==> src/rtl/pio_bank_pkg.sv <==
package pio_bank_pkg;
   localparam int BUS_W    = 32;
   localparam int MAX_PINS = 32;
   localparam int MIN_ADDR = 8;

   // register byte offsets, decoded by the bus and relied on by software
   localparam logic [7:0] OFF_MODE   = 8'h00;
   localparam logic [7:0] OFF_DIR    = 8'h04;
   localparam logic [7:0] OFF_DOUT   = 8'h08;
   localparam logic [7:0] OFF_DIN    = 8'h0C;
   localparam logic [7:0] OFF_STAT   = 8'h10;
   localparam logic [7:0] OFF_ACK    = 8'h14;
   localparam logic [7:0] OFF_EN     = 8'h18;
   localparam logic [7:0] OFF_UNMASK = 8'h1C;
   localparam logic [7:0] OFF_POL    = 8'h20;
   localparam logic [7:0] OFF_SENSE  = 8'h24;
   localparam logic [7:0] OFF_FILT   = 8'h28;
   localparam logic [7:0] OFF_ANY    = 8'h4C;
endpackage

==> src/rtl/pio_bank_sync.sv <==
module pio_bank_sync #(
   parameter int W      = 32,
   parameter int STAGES = 2
) (
   input  logic         clk,
   input  logic         rst_n,
   input  logic [W-1:0] d,
   output logic [W-1:0] q
);
   logic [W-1:0] stg [STAGES];

   always_ff @(posedge clk or negedge rst_n) begin
      if (!rst_n) begin
         for (int s = 0; s < STAGES; s++) stg[s] <= '0;
      end else begin
         stg[0] <= d;
         for (int s = 1; s < STAGES; s++) stg[s] <= stg[s-1];
      end
   end

   assign q = stg[STAGES-1];
endmodule

==> src/rtl/pio_bank_detect.sv <==
module pio_bank_detect #(
   parameter int NPIN = 32
) (
   input  logic            clk,
   input  logic            rst_n,
   input  logic [NPIN-1:0] sync_in,
   input  logic [NPIN-1:0] mode,
   input  logic [NPIN-1:0] pol,
   input  logic [NPIN-1:0] sense,
   input  logic [NPIN-1:0] any_e,
   input  logic [NPIN-1:0] filt,
   input  logic [NPIN-1:0] ack,
   output logic [NPIN-1:0] val,
   output logic [NPIN-1:0] hit,
   output logic [NPIN-1:0] stat
);
   for (genvar i = 0; i < NPIN; i++) begin : g_pin
      logic s_prev, f_q, eff, e_prev, rise, fall, edge_md, latch;

      always_ff @(posedge clk or negedge rst_n) begin
         if (!rst_n) begin
            s_prev <= 1'b0;
            f_q    <= 1'b0;
            e_prev <= 1'b0;
         end else begin
            s_prev <= sync_in[i];
            if (!filt[i] || (sync_in[i] == s_prev)) f_q <= sync_in[i];
            e_prev <= eff;
         end
      end

      assign eff     = filt[i] ? f_q : sync_in[i];
      assign rise    = eff & ~e_prev;
      assign fall    = ~eff & e_prev;
      assign edge_md = mode[i] & sense[i];
      assign hit[i]  = edge_md & (any_e[i] ? (rise | fall) : (pol[i] ? fall : rise));

      always_ff @(posedge clk or negedge rst_n) begin
         if (!rst_n)        latch <= 1'b0;
         else if (!edge_md) latch <= 1'b0;
         else if (hit[i])   latch <= 1'b1;
         else if (ack[i])   latch <= 1'b0;
      end

      assign val[i]  = eff;
      assign stat[i] = mode[i] & (sense[i] ? latch : (eff ^ pol[i]));
   end
endmodule

==> src/rtl/pio_bank_regs.sv <==
module pio_bank_regs
   import pio_bank_pkg::*;
#(
   parameter int NPIN   = 32,
   parameter int ADDR_W = 8
) (
   input  logic              clk,
   input  logic              rst_n,
   input  logic              wr_en,
   input  logic [ADDR_W-1:0] addr,
   input  logic [BUS_W-1:0]  wdata,
   input  logic [NPIN-1:0]   pin_val,
   input  logic [NPIN-1:0]   stat,
   output logic [NPIN-1:0]   mode_q,
   output logic [NPIN-1:0]   dir_q,
   output logic [NPIN-1:0]   dout_q,
   output logic [NPIN-1:0]   pol_q,
   output logic [NPIN-1:0]   sense_q,
   output logic [NPIN-1:0]   filt_q,
   output logic [NPIN-1:0]   any_q,
   output logic [NPIN-1:0]   en_q,
   output logic [NPIN-1:0]   ack,
   output logic [BUS_W-1:0]  rdata
);
   localparam logic [ADDR_W-1:0] A_MODE   = ADDR_W'(OFF_MODE);
   localparam logic [ADDR_W-1:0] A_DIR    = ADDR_W'(OFF_DIR);
   localparam logic [ADDR_W-1:0] A_DOUT   = ADDR_W'(OFF_DOUT);
   localparam logic [ADDR_W-1:0] A_DIN    = ADDR_W'(OFF_DIN);
   localparam logic [ADDR_W-1:0] A_STAT   = ADDR_W'(OFF_STAT);
   localparam logic [ADDR_W-1:0] A_ACK    = ADDR_W'(OFF_ACK);
   localparam logic [ADDR_W-1:0] A_EN     = ADDR_W'(OFF_EN);
   localparam logic [ADDR_W-1:0] A_UNMASK = ADDR_W'(OFF_UNMASK);
   localparam logic [ADDR_W-1:0] A_POL    = ADDR_W'(OFF_POL);
   localparam logic [ADDR_W-1:0] A_SENSE  = ADDR_W'(OFF_SENSE);
   localparam logic [ADDR_W-1:0] A_FILT   = ADDR_W'(OFF_FILT);
   localparam logic [ADDR_W-1:0] A_ANY    = ADDR_W'(OFF_ANY);

   logic [NPIN-1:0] wd;
   logic [NPIN-1:0] rsel;

   assign wd  = wdata[NPIN-1:0];
   assign ack = (wr_en && (addr == A_ACK)) ? wd : '0;

   always_ff @(posedge clk or negedge rst_n) begin
      if (!rst_n) begin
         mode_q  <= '0;
         dir_q   <= '0;
         dout_q  <= '0;
         pol_q   <= '0;
         sense_q <= '0;
         filt_q  <= '0;
         any_q   <= '0;
         en_q    <= '0;
      end else if (wr_en) begin
         case (addr)
            A_MODE:   mode_q  <= wd;
            A_DIR:    dir_q   <= wd;
            A_DOUT:   dout_q  <= wd;
            A_POL:    pol_q   <= wd;
            A_SENSE:  sense_q <= wd;
            A_FILT:   filt_q  <= wd;
            A_ANY:    any_q   <= wd;
            A_EN:     en_q    <= en_q & wd;
            A_UNMASK: en_q    <= en_q | wd;
            default:  ;
         endcase
      end
   end

   always_comb begin
      case (addr)
         A_MODE:  rsel = mode_q;
         A_DIR:   rsel = dir_q;
         A_DOUT:  rsel = dout_q;
         A_DIN:   rsel = pin_val;
         A_STAT:  rsel = stat;
         A_EN:    rsel = en_q;
         A_POL:   rsel = pol_q;
         A_SENSE: rsel = sense_q;
         A_FILT:  rsel = filt_q;
         A_ANY:   rsel = any_q;
         default: rsel = '0;
      endcase
      rdata            = '0;
      rdata[NPIN-1:0]  = rsel;
   end
endmodule

==> src/rtl/pio_bank.sv <==
module pio_bank
   import pio_bank_pkg::*;
#(
   parameter int NPIN        = 32,
   parameter int ADDR_W      = 8,
   parameter int SYNC_STAGES = 2
) (
   input  logic              clk,
   input  logic              rst_n,
   input  logic [ADDR_W-1:0] bus_addr,
   input  logic              bus_wr,
   input  logic [BUS_W-1:0]  bus_wdata,
   output logic [BUS_W-1:0]  bus_rdata,
   input  logic [NPIN-1:0]   pin_in,
   output logic [NPIN-1:0]   pin_out,
   output logic [NPIN-1:0]   pin_oe,
   output logic              irq
);
   if (NPIN < 1 || NPIN > MAX_PINS) begin : g_bad_npin
      $error("pio_bank: NPIN must lie in 1..32");
   end
   if (ADDR_W < MIN_ADDR) begin : g_bad_addr
      $error("pio_bank: ADDR_W must be at least 8");
   end
   if (SYNC_STAGES < 2) begin : g_bad_sync
      $error("pio_bank: SYNC_STAGES must be at least 2");
   end

   logic [NPIN-1:0] sync_q, pin_val, stat, hit, ack;
   logic [NPIN-1:0] mode_q, dir_q, dout_q, pol_q, sense_q, filt_q, any_q, en_q;

   pio_bank_sync #(.W(NPIN), .STAGES(SYNC_STAGES)) u_sync (
      .clk (clk),
      .rst_n(rst_n),
      .d   (pin_in),
      .q   (sync_q)
   );

   pio_bank_detect #(.NPIN(NPIN)) u_detect (
      .clk    (clk),
      .rst_n  (rst_n),
      .sync_in(sync_q),
      .mode   (mode_q),
      .pol    (pol_q),
      .sense  (sense_q),
      .any_e  (any_q),
      .filt   (filt_q),
      .ack    (ack),
      .val    (pin_val),
      .hit    (hit),
      .stat   (stat)
   );

   pio_bank_regs #(.NPIN(NPIN), .ADDR_W(ADDR_W)) u_regs (
      .clk    (clk),
      .rst_n  (rst_n),
      .wr_en  (bus_wr),
      .addr   (bus_addr),
      .wdata  (bus_wdata),
      .pin_val(pin_val),
      .stat   (stat),
      .mode_q (mode_q),
      .dir_q  (dir_q),
      .dout_q (dout_q),
      .pol_q  (pol_q),
      .sense_q(sense_q),
      .filt_q (filt_q),
      .any_q  (any_q),
      .en_q   (en_q),
      .ack    (ack),
      .rdata  (bus_rdata)
   );

   assign pin_out = dout_q;
   assign pin_oe  = ~mode_q & dir_q;
   assign irq     = |(stat & en_q);
endmodule

==> config.mk <==
export PLATFORM = sky130hd
export DESIGN_NAME = pio_bank
export DESIGN_NICKNAME = d
export VERILOG_FILES = /design/src/rtl/pio_bank_pkg.sv /design/src/rtl/pio_bank_sync.sv /design/src/rtl/pio_bank_detect.sv /design/src/rtl/pio_bank_regs.sv /design/src/rtl/pio_bank.sv
export SDC_FILE = /design/constraint.sdc
export NUM_CORES = 1
export LEC_CHECK = 0
export BUFFER_PORTS_ARGS = -buffer_cell sky130_fd_sc_hd__buf_2
export CAP_MARGIN = 20
export CORE_MARGIN = 2
export CORE_UTILIZATION = 54
export DETAILED_ROUTE_END_ITERATION = 16
export GPL_TIMING_DRIVEN = 1
export PLACE_DENSITY = 0.82
export SLEW_MARGIN = 20
export SYNTH_ARGS = -nofsm -noshare
export SYNTH_HDL_FRONTEND = slang
export SYNTH_SLANG_ARGS = --single-unit
==> constraint.sdc <==
create_clock -name clk -period 2.4 [get_ports clk]
set_input_delay 0.48 -clock clk [delete_from_list [all_inputs] [get_ports clk]]
set_output_delay 0.48 -clock clk [all_outputs]
set_load 0.02 [all_outputs]
==> metrics.csv, run 1 <==
stage,metric,value,unit
status,outcome,finished with violations,
status,failing checks,setup timing,
yosys,Mapped Cells,1913,
power_and_ir_drop,Final Power,17700,µW
layout,fill cell count,2296,
placed_design,Port Buf Inserts,171,
setup_path,CP required,1920,ps
yosys,Post-Syn Area,21100,µm²
clock_tree,Clock Path Buffers,3,
die,die height,202,µm
power_and_ir_drop,Pwr Density,630,nW/µm²
setup_path,Critical Path Start,u_regs.filt_q[27]$_DFFE_PN0P_,
run,Max Cap Viol,0,
sta,Slew Limit Fails,0,
sta,measured slew at the worst slew-check pin,730,ps
setup_path,Worst R2R Path Depth,11,
clock_tree,Num CTS Buffers,48,
routing,final antenna-violating net count,0,
sta,setup slack after layout,-844,ps
routing,Initial DRT Pass Iterations,9,
setup_path,"Slowest-stage cell, CP",dfrtp_1,
sta,count of final hold-check violations,0,
routing,vias,19190,
setup_path,WS Path Type,reg2out,
setup_path,critical path's top delay family,simple AND/OR/NAND/NOR gates,
setup_path,Worst Setup EP,irq,
global_route,pin count of the biggest net entering global routing,60,
routing,Iteration-0 DRC Markers,2853,
setup_path,CP Max Fanout,2,
setup_path,CP Depth,8,
sta,Clock Skews,13.3,ps
setup_path,Worst EP arrival,2760,ps
sta,Slew HR,50.9,%
yosys,ys async rst share,100,%
yosys,synthesized area per cell,11.0,µm²
power_and_ir_drop,Peak VDD IR,600,µV
routing,DRC errors left,0,
routing,vias per cell,6.59,
setup_path,Reg2Reg Launch Point,u_regs.filt_q[24]$_DFFE_PN0P_,
die,die extent in x,202,µm
die,Boundary Pins,172,
setup_path,R2R Setup Slk,150,ps
setup_path,Worst R2R End,u_detect.g_pin[24].latch$_DFFE_PN0P_,
layout,layout cells sized above 1,37.0,%
clock_tree,worst skew pair latency,590,ps
setup_path,most frequent CP cell,buf_4,
die,Core Rows,72,
placed_design,post-DP HPWL,45.7,mm
setup_path,critical path startpoint category,flip-flop,
yosys,post-synthesis sequential area ratio,53.1,%
clock_tree,"Reg clk slew, reported paths",70,ps
setup_path,CP peak stage delay,410,ps
sta,unrepaired setup endpoints after global routing,yes,
min_path,Hold Crit Class,in2reg,
die,Initial Util,54.7,%
setup_path,worst-path cell chain,mux2i_2 -> xor2_1 -> nor3_1 -> nor4_2 -> buf_4 -> and3_1 -> nand4_1 -> buf_4,
global_route,antenna violations before repair,4,
routing,Avg WL per Cell,26.6,µm
layout,fin util,73.0,%
yosys,Yosys reg bits,448,
yosys,Post-synth EDFFs,0,
setup_path,Worst setup EP type,primary output,
layout,area delta synth->final,33.5,%
global_route,grt ovf,0,
layout,most frequent cells in the layout,"440 x dfrtp_1, 230 x buf_4, 181 x mux2_2, 174 x a21oi_1, 157 x nor2_1",
sta,min cycle time layout,3240,ps
sta,fmax,0.308,GHz
power_and_ir_drop,P_leak,0.0137,µW
routing,total wire length,77.6,mm
yosys,unique cell type count in the Yosys netlist,58,
sta,Finish-stage setup viols,33,
layout,"commonest non-fill, non-tap cell in the layout",dfrtp_1,
yosys,Main synth FF type,dfrtp_1,
clock_tree,H-tree levels,2,
sta,final cycle utilization of the critical path,135,%
global_route,first-pass GRT wire length,111,mm
clock_tree,TritonCTS clock tree,done,
placed_design,Routability Congestion,0.958,
global_route,gr usage total,35.5,%
yosys,syn_nets,2052,
die,Core ar.,38600,µm²
clock_tree,Clock Sinks,448,
global_route,vias in the first global route,19363,
layout,diodes inserted,0,
die,die area,40700,µm²
layout,Layout Nets,2500,
yosys,yosys warns,0,
setup_path,Bufs and invs on worst path,2,
min_path,Min-Delay Path Depth,1,
clock_tree,root buffer cell,clkbuf_16,
sta,hold_ws,9.58,ps
==> area by class of cell <==
cell class	count	area, µm²	area share, %
inverter	64	240	0.853
clock inverter	13	168	0.595
sequential	448	11200	39.8
timing repair buffer	495	4310	15.3
tap	518	648	2.30
clock buffer	71	1430	5.07
multi-input combinational	1304	10100	36.0
==> repair_timing <==
action | 4_1_cts | 5_1_grt
hold endpoints to repair | 66 | 0
pin swaps | 65 | 43
resized for setup | 228 | 84
cloned | 5 | 2
buffers inserted | 38 | 23
endpoints found under the setup margin | 33 | 33
hold buffers | 20 | 0
==> per-stage QoR <==
stage / std cells / TNS [ps] / setup slack (ps) / area [µm²]
2_1_floorplan: 1913 / 0 / 13.9 / 21200
3_3_place_gp: 2750 / -16040 / -342 / 24600
3_5_place_dp: 2750 / -22160 / -444 / 24600
4_1_cts: 2893 / -8070 / -779 / 27600
5_1_grt: 2913 / -11130 / -918 / 28200
6_report: 2913 / -10370 / -844 / 28200
==> logic make-up (layout without fill, tap and decap cells) <==
family | Yosys count | count (layout) | synth area share (%)
buf+inv | 162 | 643 | 3.01
mux | 288 | 288 | 15.1
fa+ha+maj | 64 | 64 | 3.80
xor+xnor | 32 | 32 | 1.33
simple gates | 532 | 533 | 12.1
compound gates | 387 | 387 | 11.5
flops | 448 | 448 | 53.1
==> worst register-to-register path, delay by kind of cell, from the launching register on <==
kind	cells	cell delay [ps]
compound gates	3	580
flops	1	440
buf+inv	4	420
mux	1	310
simple gates	2	210
fa+ha+maj	1	170
==> Yosys cell counts, types with 18 or more instances <==
| library cell | count | area (µm²) |
|---|---|---|
| dfrtp_1 | 448 | 11200 |
| a21oi_1 | 182 | 911 |
| mux2_2 | 181 | 2040 |
| nor2_1 | 167 | 627 |
| nand2_1 | 152 | 571 |
| nor2b_1 | 66 | 413 |
| clkbuf_1 | 64 | 240 |
| ha_1 | 64 | 801 |
| inv_1 | 64 | 240 |
| mux2i_1 | 62 | 621 |
| o21ai_0 | 52 | 260 |
| mux2_1 | 44 | 495 |
| a211oi_1 | 33 | 248 |
| nand2b_1 | 33 | 206 |
| nand3_1 | 31 | 155 |
| nand4_1 | 28 | 175 |
| a221oi_1 | 21 | 184 |
| a222oi_1 | 21 | 210 |
| buf_2 | 21 | 105 |
| xor2_1 | 20 | 175 |
| a22oi_1 | 18 | 135 |
==> how the worst min path moves through the flow <==
stage	start	end	slack (ps)
after global routing	pin_in[26]	u_sync.stg[58]$_DFF_PN0_	10
final	pin_in[26]	u_sync.stg[58]$_DFF_PN0_	10
after CTS	pin_in[23]	u_sync.stg[55]$_DFF_PN0_	0.4
after floorplan	rst_n	u_detect.g_pin[0].e_prev$_DFF_PN0_	180
after detailed placement	u_sync.stg[54]$_DFF_PN0_	u_sync.q[22]$_DFF_PN0_	330
after global placement	u_sync.stg[52]$_DFF_PN0_	u_sync.q[20]$_DFF_PN0_	330
==> sequential cells by signal, indices dropped and copies added (netlist names) <==
signal and count:
u_detect.g_pin.f_q 32, u_regs.sense_q 32, u_sync.q 32, u_regs.any_q 32, u_regs.en_q 32, u_detect.g_pin.e_prev 32, u_detect.g_pin.latch 32, u_regs.mode_q 32
u_regs.filt_q 32, u_regs.dout_q 32, u_sync.stg 32, u_regs.dir_q 32, u_detect.g_pin.s_prev 32, u_regs.pol_q 32
==> routing by layer <==
metal  wire, µm  share of wire (%)  vias to the layer above  GRT usage [%]
li1           -                  -                     7707              -
met1      26200                 34                     9294           43.4
met2      33900                 44                     1617           53.7
met3      10200                 13                      566           8.78
met4       7200                9.3                        6           29.1
met5         33              0.043                        -              0
==> report_power, final <==
part	total [µW]	internal (µW)	switching (µW)
logic	1840	810	1030
registers	8300	7910	385
clock network	7610	4520	3090
Power figures use the tool's default switching activity.
==> inputs of run 2 (changes only) <==
- ABC_AREA: not set -> 1
- CORE_UTILIZATION: 54 -> 55
- PLACE_DENSITY: 0.82 -> 0.83
==> run 2 against run 1 <==
Compared with the run above:
- the run still ends with setup timing left
- synthesized cell count rose by 32%
- combinational power rose by 4%
- register-to-register slack better by 610 ps
- final area decreased by 0.68%
- sequential power barely moved
- utilization is 0.50 points lower
- critical path depth rose by 3
- fmax is 22% higher
- largest cell class unchanged
==> metrics.csv, run 2 <==
stage,metric,value,unit,change
run,Max Cap Viol,0,,unchanged
layout,layout cells sized above 1,26.2,%,-11 points
status,outcome,finished with violations,,
die,die area,40600,µm²,about the same
setup_path,most frequent CP cell,nand2_4,,
setup_path,"Slowest-stage cell, CP",dfrtp_1,,
sta,final cycle utilization of the critical path,110,%,-25 points
setup_path,Worst setup EP type,primary output,,
clock_tree,worst skew pair latency,590,ps,about the same
global_route,gr usage total,33.8,%,-1.8 points
layout,most frequent cells in the layout,"530 x nand2_1, 422 x dfrtp_1, 322 x inv_1, 211 x o21ai_0, 148 x nand3_1",,
sta,hold_ws,20.1,ps,+10.5 ps
yosys,synthesized area per cell,8.49,µm²,-23%
layout,area delta synth->final,30.2,%,
yosys,Post-Syn Area,21500,µm²,+1.8%
setup_path,CP peak stage delay,370,ps,-40 ps
setup_path,worst-path cell chain,inv_1 -> nand2_2 -> nand3_1 -> nand3_4 -> nand3_4 -> nand2_4 -> nor2_4 -> nand2_4 -> nor2_4 -> nand2_4 -> buf_6,,
power_and_ir_drop,Final Power,17600,µW,-0.82%
die,Initial Util,55.7,%,+0.99 points
sta,Finish-stage setup viols,33,,unchanged
clock_tree,Clock Sinks,448,,unchanged
clock_tree,H-tree levels,2,,unchanged
sta,measured slew at the worst slew-check pin,525,ps,-205 ps
power_and_ir_drop,Pwr Density,629,nW/µm²,-0.13%
yosys,syn_nets,2669,,+30%
placed_design,Routability Congestion,0.956,,-0.14%
yosys,yosys warns,0,,unchanged
routing,DRC errors left,0,,unchanged
yosys,dominant cell type by area after synthesis,dfrtp_1,,
clock_tree,Clock Path Buffers,3,,unchanged
sta,unrepaired setup endpoints after global routing,yes,,
setup_path,CP required,1920,ps,about the same
global_route,pin count of the biggest net entering global routing,82,,+37%
setup_path,critical path startpoint category,flip-flop,,
clock_tree,"Reg clk slew, reported paths",60,ps,about the same
routing,final antenna-violating net count,0,,unchanged
yosys,Mapped Cells,2530,,+32%
sta,setup slack after layout,-250,ps,+594 ps
global_route,vias in the first global route,20251,,+4.6%
die,die extent in x,202,µm,about the same
global_route,grt ovf,0,,unchanged
layout,fill cell count,2555,,+11%
sta,setup_tns,-2560,ps,+7810 ps
sta,fmax,0.377,GHz,+22%
sta,Slew HR,65.0,%,+14 points
yosys,unique cell type count in the Yosys netlist,32,,-45%
setup_path,CP Max Fanout,3,,+1
min_path,Hold Crit Class,in2reg,,
yosys,Post-synth EDFFs,0,,unchanged
sta,count of final hold-check violations,0,,unchanged
global_route,antenna violations before repair,1,,-3
clock_tree,root buffer cell,clkbuf_16,,
routing,total wire length,72.9,mm,-6.1%
yosys,Main synth FF type,dfrtp_1,,
die,Core ar.,38600,µm²,unchanged
sta,Slew Limit Fails,0,,unchanged
power_and_ir_drop,Peak VDD IR,592,µV,-1.4%
layout,fin util,72.5,%,-0.50 points
placed_design,Placed Cells incl. Taps,3225,,+17%
global_route,first-pass GRT wire length,107,mm,-3.3%
layout,"commonest non-fill, non-tap cell in the layout",nand2_1,,
layout,Layout Cells excl Fill,3440,,+18%
yosys,ys async rst share,100,%,unchanged
yosys,Post-synth top cells,"627 x nand2_1, 448 x dfrtp_1, 366 x inv_1",,
die,Boundary Pins,172,,unchanged
routing,Initial DRT Pass Iterations,6,,-3
status,failing checks,setup timing,,
layout,Layout Nets,3021,,+21%
routing,vias per cell,6.01,,-8.7%
sta,Clock Skews,14.0,ps,+0.626 ps
yosys,Yosys reg bits,448,,unchanged
die,Core Rows,72,,unchanged
yosys,leading post-synthesis cells by cell area,"dfrtp_1 52%, nand2_1 11%, inv_1 6.4%",,
routing,Iteration-0 DRC Markers,2145,,-25%
yosys,Synth top area share,52.2,%,-0.94 points
setup_path,critical path's top delay family,simple AND/OR/NAND/NOR gates,,
placed_design,post-DP HPWL,42.9,mm,-6.1%
placed_design,Port Buf Inserts,171,,unchanged
clock_tree,TritonCTS clock tree,done,,
power_and_ir_drop,P_leak,0.0136,µW,-0.59%
yosys,"count leader, synth",nand2_1,,
die,die height,202,µm,about the same
yosys,post-synthesis sequential area ratio,52.2,%,-0.94 points
routing,Avg WL per Cell,21.2,µm,-20%
setup_path,R2R Setup Slk,760,ps,+610 ps
routing,vias,20682,,+7.8%
clock_tree,Num CTS Buffers,47,,-2.1%
setup_path,Worst EP arrival,2170,ps,-590 ps
sta,min cycle time layout,2650,ps,-594 ps
setup_path,WS Path Type,reg2out,,
setup_path,Bufs and invs on worst path,2,,unchanged
## run 2: cell types whose count changed in the layout (fill, tap and decap cells not counted), sizes merged, moves of 123 or more
| cell | delta |
|---|---|
| inv | +308 |
| nand3 | +210 |
| a21oi | -123 |
| o21ai | +209 |
| mux2 | -225 |
| nand2 | +479 |
## run 2: worst reg2reg max path: cells and delay by family (launching register included)
kind	cells	cell delay, ps
DFF	1	440
and+or+nand+nor	3	220
AOI/OAI and AO/OA	1	130
adders and majority gates	1	180
buffers and inverters	3	290
muxes	2	270
## run 2: kinds of logic after synthesis
group	count (synthesis)	share of synthesized area (%)
AO/OA/AOI/OAI	436	12.0
adder cells (fa/ha/maj)	64	3.73
buffers and inverters	459	8.52
flip-flops	448	52.2
multiplexers	64	2.98
AND/OR/NAND/NOR	1059	20.5
## run 2: worst paths after layout
| path | end | startpoint | cells after the start |
|---|---|---|---|
| setup reg to reg | u_detect.g_pin[23].latch$_DFFE_PN0P_ | u_regs.filt_q[23]$_DFFE_PN0P_ | 10 |
| hold reg to reg | u_sync.q[1]$_DFF_PN0_ | u_sync.stg[33]$_DFF_PN0_ | 0 |
| min in group asynchronous | u_sync.stg[63]$_DFF_PN0_ | rst_n | 2 |
| hold / removal | u_sync.stg[50]$_DFF_PN0_ | pin_in[18] | 1 |
| setup / recovery | irq | u_detect.g_pin[3].f_q$_DFFE_PN0P_ | 11 |
| max in group asynchronous | u_regs.filt_q[8]$_DFFE_PN0P_ | rst_n | 3 |
## run 2: power breakdown
group / switching (µW) / total (µW) / leakage [µW] / internal [µW]
clock network: 3040 / 7390 / 0.000772 / 4350
registers: 350 / 8300 / 0.00567 / 7950
logic: 1210 / 1910 / 0.00718 / 698
total: 4600 / 17600 / 0.0136 / 13000
## run 2: layout make-up
type                       count  area [µm²]  area share, %
tap                          518         648           2.32
inverter                     373        1420           5.06
sequential                   448       11200           40.2
timing repair buffer         389        3530           12.6
multi-input combinational   1623        9560           34.2
clock inverter                14         163          0.582
antenna                        2        5.00         0.0179
clock buffer                  73        1410           5.02
## run 2: through the flow
step	area, µm²	worst slack, ps
3_3_place_gp	23700	-175
6_report	28000	-250
4_1_cts	26800	-198
2_1_floorplan	21500	275
5_1_grt	28000	-314
3_5_place_dp	23700	-193
## run 2: repair_timing
| action | CTS | global route |
|---|---|---|
| hold buffers | 32 | 0 |
| cloned | 9 | 1 |
| endpoints found under the setup margin | 33 | 33 |
| endpoints found under the hold margin | 64 | 0 |
| resized for setup | 183 | 277 |
| setup buffers | 51 | 37 |
| pin swaps | 52 | 105 |
## run 2: layer usage
metal  vias up  share of wire [%]  global-route usage, %
li1       8941                  -                      -
met1      9920                 36                   42.9
met2      1410                 46                   53.1
met3       411                 11                   6.75
met4         0                7.1                   21.8
met5         -                  0                      0
